===== config.mk =====
export PLATFORM = sky130hd
export DESIGN_NAME = irq_interval_timer
export DESIGN_NICKNAME = d
export VERILOG_FILES = /design/src/rtl/itmr_pkg.sv /design/src/rtl/itmr_prescale.sv /design/src/rtl/itmr_count.sv /design/src/rtl/itmr_pend.sv /design/src/rtl/irq_interval_timer.sv
export SDC_FILE = /design/constraint.sdc
export NUM_CORES = 1
export LEC_CHECK = 0
export BUFFER_PORTS_ARGS = -buffer_cell sky130_fd_sc_hd__buf_2
export CAP_MARGIN = 20
export CELL_PAD_IN_SITES_DETAIL_PLACEMENT = 1
export CELL_PAD_IN_SITES_GLOBAL_PLACEMENT = 1
export CORE_ASPECT_RATIO = 0.75
export CORE_UTILIZATION = 36
export CTS_BUF_LIST = sky130_fd_sc_hd__clkbuf_2 sky130_fd_sc_hd__clkbuf_4 sky130_fd_sc_hd__clkbuf_8
export CTS_CLUSTER_SIZE = 40
export DETAILED_ROUTE_END_ITERATION = 12
export HOLD_SLACK_MARGIN = 0.02
export PLACE_DENSITY = 0.86
export SLEW_MARGIN = 20
export SYNTH_ARGS = -nofsm -noshare
export SYNTH_HDL_FRONTEND = slang
export SYNTH_SLANG_ARGS = --single-unit

===== constraint.sdc =====
create_clock -name clk -period 3.65 [get_ports clk]
set_input_delay 0 -clock clk [delete_from_list [all_inputs] [get_ports clk]]
set_output_delay 0 -clock clk [all_outputs]
set_load 0.005 [all_outputs]

===== src/rtl/itmr_pkg.sv =====
package itmr_pkg;

   typedef enum logic [1:0] {
      SEL_DIV    = 2'b00,
      SEL_INIT   = 2'b01,
      SEL_ENTRY  = 2'b10,
      SEL_ENABLE = 2'b11
   } wsel_e;

   localparam int          BIT_MASK     = 16;
   localparam int          BIT_PERIODIC = 17;
   localparam int          BIT_SWEN     = 8;
   localparam logic [31:0] ENTRY_KEEP   = 32'h0003_10FF;
   localparam logic [31:0] MASK_FLAG    = 32'h0001_0000;
   localparam logic [3:0]  DIV_KEEP     = 4'b1011;
   localparam int          PRE_W        = 7;

   // exponent of the divide ratio from the sparse code bits
   function automatic logic [2:0] div_exp(input logic [3:0] code);
      return {code[3], code[1:0]} + 3'd1;
   endfunction

endpackage


===== src/rtl/itmr_prescale.sv =====
module itmr_prescale #(
   parameter int PRE_W = 7
) (
   input  logic       clk,
   input  logic       rst_n,
   input  logic       restart,
   input  logic [2:0] expo,
   output logic       tick
);
   logic [PRE_W-1:0] pre_q;
   logic [PRE_W-1:0] lim;

   always_comb lim = PRE_W'((8'd1 << expo) - 8'd1);

   assign tick = !restart && (pre_q == lim);

   always_ff @(posedge clk) begin
      if (!rst_n)
         pre_q <= '0;
      else if (restart || pre_q == lim)
         pre_q <= '0;
      else
         pre_q <= pre_q + PRE_W'(1);
   end
endmodule


===== src/rtl/itmr_count.sv =====
module itmr_count #(
   parameter int CNT_W = 32
) (
   input  logic             clk,
   input  logic             rst_n,
   input  logic             load,
   input  logic [CNT_W-1:0] load_val,
   input  logic             tick,
   input  logic             periodic,
   output logic [CNT_W-1:0] cur,
   output logic             expire
);
   logic [CNT_W-1:0] init_q;
   logic [CNT_W-1:0] cur_q;

   assign expire = !load && tick && (cur_q == CNT_W'(1));
   assign cur    = cur_q;

   always_ff @(posedge clk) begin
      if (!rst_n) begin
         init_q <= '0;
         cur_q  <= '0;
      end else if (load) begin
         init_q <= load_val;
         cur_q  <= load_val;
      end else if (tick && cur_q != '0) begin
         if (cur_q == CNT_W'(1))
            cur_q <= periodic ? init_q : '0;
         else
            cur_q <= cur_q - CNT_W'(1);
      end
   end
endmodule


===== src/rtl/itmr_pend.sv =====
module itmr_pend #(
   parameter int PEND_W = 4
) (
   input  logic              clk,
   input  logic              rst_n,
   input  logic              inc,
   input  logic              dec,
   input  logic              clr,
   output logic [PEND_W-1:0] cnt
);
   localparam logic [PEND_W-1:0] MAXV = '1;

   always_ff @(posedge clk) begin
      if (!rst_n || clr)
         cnt <= '0;
      else if (inc && !dec && cnt != MAXV)
         cnt <= cnt + PEND_W'(1);
      else if (dec && !inc && cnt != '0)
         cnt <= cnt - PEND_W'(1);
   end
endmodule


===== src/rtl/irq_interval_timer.sv =====
module irq_interval_timer
   import itmr_pkg::*;
#(
   parameter int CNT_W  = 32,
   parameter int PEND_W = 4
) (
   input  logic              clk,
   input  logic              rst_n,
   input  logic              wr_en,
   input  logic [1:0]        wr_sel,
   input  logic [31:0]       wr_data,
   input  logic              irq_ack,
   output logic [CNT_W-1:0]  cur_count,
   output logic [31:0]       entry_word,
   output logic              sw_en,
   output logic [PEND_W-1:0] pend_count,
   output logic              irq_req,
   output logic [7:0]        irq_vec
);
   if (CNT_W < 2 || CNT_W > 32) begin : g_bad_cnt
      $error("irq_interval_timer: CNT_W must lie in 2..32");
   end
   if (PEND_W < 1 || PEND_W > 16) begin : g_bad_pend
      $error("irq_interval_timer: PEND_W must lie in 1..16");
   end

   wsel_e            sel;
   logic             wr_div, wr_init, wr_ent, wr_enb, clear_all;
   logic [3:0]       div_code_q;
   logic [31:0]      entry_q;
   logic             swen_q;
   logic             tick, tmr_expire, accept;
   logic [CNT_W-1:0] load_val;

   assign sel       = wsel_e'(wr_sel);
   assign wr_div    = wr_en && sel == SEL_DIV;
   assign wr_init   = wr_en && sel == SEL_INIT;
   assign wr_ent    = wr_en && sel == SEL_ENTRY;
   assign wr_enb    = wr_en && sel == SEL_ENABLE;
   assign clear_all = wr_enb && !wr_data[BIT_SWEN];

   if (CNT_W == 32) begin : g_full
      assign load_val = wr_data;
   end else begin : g_part
      assign load_val = wr_data[CNT_W-1:0];
   end

   always_ff @(posedge clk) begin
      if (!rst_n) begin
         div_code_q <= '0;
         entry_q    <= MASK_FLAG;
         swen_q     <= 1'b0;
      end else begin
         if (wr_div)
            div_code_q <= wr_data[3:0] & DIV_KEEP;
         if (wr_enb)
            swen_q <= wr_data[BIT_SWEN];
         if (wr_ent)
            entry_q <= (wr_data & ENTRY_KEEP) | (swen_q ? 32'h0 : MASK_FLAG);
         else if (clear_all)
            entry_q <= entry_q | MASK_FLAG;
      end
   end

   itmr_prescale #(.PRE_W(PRE_W)) u_pre (
      .clk     (clk),
      .rst_n   (rst_n),
      .restart (wr_div || wr_init),
      .expo    (div_exp(div_code_q)),
      .tick    (tick)
   );

   itmr_count #(.CNT_W(CNT_W)) u_cnt (
      .clk      (clk),
      .rst_n    (rst_n),
      .load     (wr_init),
      .load_val (load_val),
      .tick     (tick),
      .periodic (entry_q[BIT_PERIODIC]),
      .cur      (cur_count),
      .expire   (tmr_expire)
   );

   itmr_pend #(.PEND_W(PEND_W)) u_pend (
      .clk   (clk),
      .rst_n (rst_n),
      .inc   (tmr_expire),
      .dec   (accept),
      .clr   (clear_all),
      .cnt   (pend_count)
   );

   assign irq_req    = !entry_q[BIT_MASK] && pend_count != '0;
   assign irq_vec    = entry_q[7:0];
   assign accept     = irq_req && irq_ack;
   assign entry_word = entry_q;
   assign sw_en      = swen_q;
endmodule


==> impl_metrics.env <==
export IMPL_maxSlewHeadroom_pct=26.5
export IMPL_seq_power_share_pct=35.5
export IMPL_cp_data_required_time_ns=3.91
export IMPL_p_sw_uw=1190
export IMPL_synthFlopType="dfxtp_1"
export IMPL_p_int_uw=2030
export IMPL_dp_hpwl_um=12900
export IMPL_synth_async_reset_ratio_pct=0
export IMPL_design_area_um2=6370
export IMPL_violations="design-rule violations, negative setup slack"
export IMPL_pre_cts_slack_ns=-0.141
export IMPL_overflow=0
export IMPL_start_kind="flip-flop"
export IMPL_die_h_um=104
export IMPL_routabilityCongestion=0.873
export IMPL_avgViaCountPerCell=5.73
export IMPL_die_area_um2=14400
export IMPL_antenna_found_initial=0
export IMPL_drtPass1Iterations=9
export IMPL_post_route_period_util_pct=102
export IMPL_period_needed_ns=3.72
export IMPL_finalClockSkew_ns=0.0128
export IMPL_clk_latency_ns=0.40
export IMPL_crit_buf_inv=0
export IMPL_ys_seq_elements=90
export IMPL_min_from="rst_n"
export IMPL_p_comb_share_pct=38.8
export IMPL_syn_area_um2=5010
export IMPL_gr_usage_all_layers_pct=26.0
export IMPL_root_buffer="clkbuf_8"
export IMPL_critPathLaunch="u_cnt.cur[10]"
export IMPL_syn_to_final_growth_pct=27.2
export IMPL_critPathTopFamily="simple AND/OR/NAND/NOR gates"
export IMPL_drv_slew=0
export IMPL_peakVddDrop_mv=0.224
export IMPL_grt_max_degree=61
export IMPL_cts_sinks=90
export IMPL_diodes=0
export IMPL_cap_violations=0
export IMPL_place_area_um2=5740
export IMPL_finalHoldViolCount=0
export IMPL_worstMarginPinSlew_ns=1.10
export IMPL_finalPower_uw=3220
export IMPL_cpMostUsedCell="or4_4"
export IMPL_endpoint_kind="flip-flop"
export IMPL_yosysUniqueCellTypes=62
export IMPL_layout_nets=846
export IMPL_ys_warn_count=0
export IMPL_synth_top_area_share_pct=35.9
export IMPL_start_util_pct=37.7
export IMPL_cts_buffers=9
export IMPL_core_area_um2=13300
export IMPL_final_cells=974
export IMPL_swShare_pct=36.9
export IMPL_clockBufferDepth=2
export IMPL_path_max_fanout=2
export IMPL_cp_slowest_cell="or4_4"
export IMPL_p_per_area_nw_per_um2=504
export IMPL_drive_above_1_share_pct=22.8
export IMPL_status="finished with violations"
export IMPL_synth_edf_count=0
export IMPL_clockPowerShare_pct=25.7
export IMPL_cts_tree="yes"
export IMPL_r2r_start="u_cnt.cur[10]"
export IMPL_drt_iter0_drc=360
export IMPL_arrival_ns=3.98
export IMPL_drt_total_wl_um=18700
export IMPL_drc=18
export IMPL_rsz0062_at_grt="true"
export IMPL_dp_cells=923
export IMPL_htree_num_levels=3
export IMPL_syn_inst=666
export IMPL_max_freq_ghz=0.269
export IMPL_critical_path_cell_chain="or4_4, or4_4, or4_4, or3_4, nor3_2, nand4_1, ha_1, a21o_1, a21oi_2, and3_1, mux2i_1, xnor2_1, nor2b_1"
export IMPL_grt_pass1_wl_um=29800
export IMPL_routedWlPerCell_um=19.2
export IMPL_final_antenna_net_count=0
export IMPL_setup_slack_ns=-0.0675
export IMPL_crit_type="flip-flop to flip-flop"
export IMPL_synth_area_leader_cell="dfxtp_1"
export IMPL_cts_clk_slew_worst_paths_ns=0.09
export IMPL_max_stage_delay_ns=0.52
export IMPL_rows=36
export IMPL_yosys_top_cells_count="121 x nand2_1, 90 x dfxtp_1, 80 x a21oi_1"
export IMPL_setup_violations=1
export IMPL_syn_avg_cell_area_um2=7.53
export IMPL_fp_dieW_um=138
export IMPL_first_global_vias=5755
export IMPL_post_synth_top_count_cell="nand2_1"
export IMPL_ios=116
export IMPL_vias=5585
export IMPL_portBuffers=94
export IMPL_fin_util_pct=48.0
export IMPL_synth_seq_area_share_pct=35.9
export IMPL_hp_class="primary input to flip-flop"
export IMPL_power_leakage_uw=0.00264
export IMPL_synth_area_leaders="dfxtp_1 36%, nand2_1 9.1%, a21oi_1 8.0%"
## worst register-to-register path, cell delays in order, from the launching register on
cell,delay (ns)
dfxtp_1,0.32
or4_4,0.52
or4_4,0.43
or4_4,0.51
or3_4,0.34
nor3_2,0.18
nand4_1,0.15
ha_1,0.32
a21o_1,0.18
a21oi_2,0.14
and3_1,0.16
mux2i_1,0.08
xnor2_1,0.13
nor2b_1,0.13
## cell families after synthesis
group,Yosys count,synth area share (%)
AO/OA/AOI/OAI,196,24.1
XOR/XNOR,15,2.62
adder cells (fa/ha/maj),10,2.65
buffers and inverters,85,8.83
flip-flops,90,35.9
multiplexers,5,1.10
other,1,0.0748
AND/OR/NAND/NOR,264,24.7
## layer usage
| metal | up-vias | wire length, um | global-route usage [%] | part of all wire, % |
|---|---|---|---|---|
| met4 | 0 | 406 | 11.0 | 2.2 |
| met3 | 38 | 1030 | 5.06 | 5.5 |
| met2 | 203 | 8810 | 42.0 | 47 |
| met5 | - | 0 | 0 | 0 |
| li1 | 2586 | - | - | - |
| met1 | 2758 | 8500 | 33.9 | 45 |
## power groups by stage
stage	Combinational (uW)	Clock, uW	Sequential (uW)
finish	1250	826	1140
global route	1350	888	1150
CTS	1200	844	1140
detailed placement	1150	0	1160
global placement	1100	0	1150
floorplan	677	0	1170
## cells in the final DEF (no fill, tap or decap), drive strengths merged, types with 11 or more instances in the layout
cell type | synthesis | final
conb | 1 | 21
clkbuf | 36 | 11
xnor2 | 12 | 12
o211ai | 12 | 12
nor2 | 46 | 46
o21ai | 43 | 43
nor3 | 14 | 14
dlygate4sd3 | 0 | 35
nand2 | 121 | 121
dfxtp | 90 | 90
nand3 | 25 | 25
or3 | 14 | 14
inv | 13 | 14
buf | 35 | 137
a21oi | 80 | 80
## layout make-up
class | count | area (um2)
fillers | 1671 | 6910
repair buffers | 172 | 1160
clock inverters | 5 | 85.1
well taps | 171 | 214
inverters | 14 | 52.6
flip-flops and latches | 90 | 1810
clock buffers | 11 | 151
multi-input cells | 511 | 2910
## path summary, 6_finish.rpt
path              slack, ns                to  cells after the start
hold / removal         0.14      u_cnt.cur[7]                      2
setup reg to reg      -0.07     u_pend.cnt[3]                     13
hold reg to reg        0.46  u_cnt.init_q[17]                      2
setup / recovery      -0.07     u_pend.cnt[3]                     13
## registers in the layout (all words and copies together) (netlist names)
name,cells
div_code_q,3
entry_word,11
sw_en,1
u_cnt.cur,32
u_cnt.init_q,32
u_pend.cnt,4
u_pre.pre_q,7
## through the flow
step           hold WS [ns]  TNS, ns
4_1_cts               0.105  -0.0928
6_report              0.141  -0.0675
5_1_grt               0.146    -1.99
3_3_place_gp          0.252        0
2_1_floorplan         0.130   -0.178
3_5_place_dp          0.268   -0.141
## what timing repair did
action,4_1_cts,5_1_grt
gates resized for setup,4,5
hold buffers,35,0
setup buffers,0,0
pin swaps,2,0
setup endpoints to repair,1,18
endpoints found under the hold margin,68,0
Power figures use the tool's default switching activity.
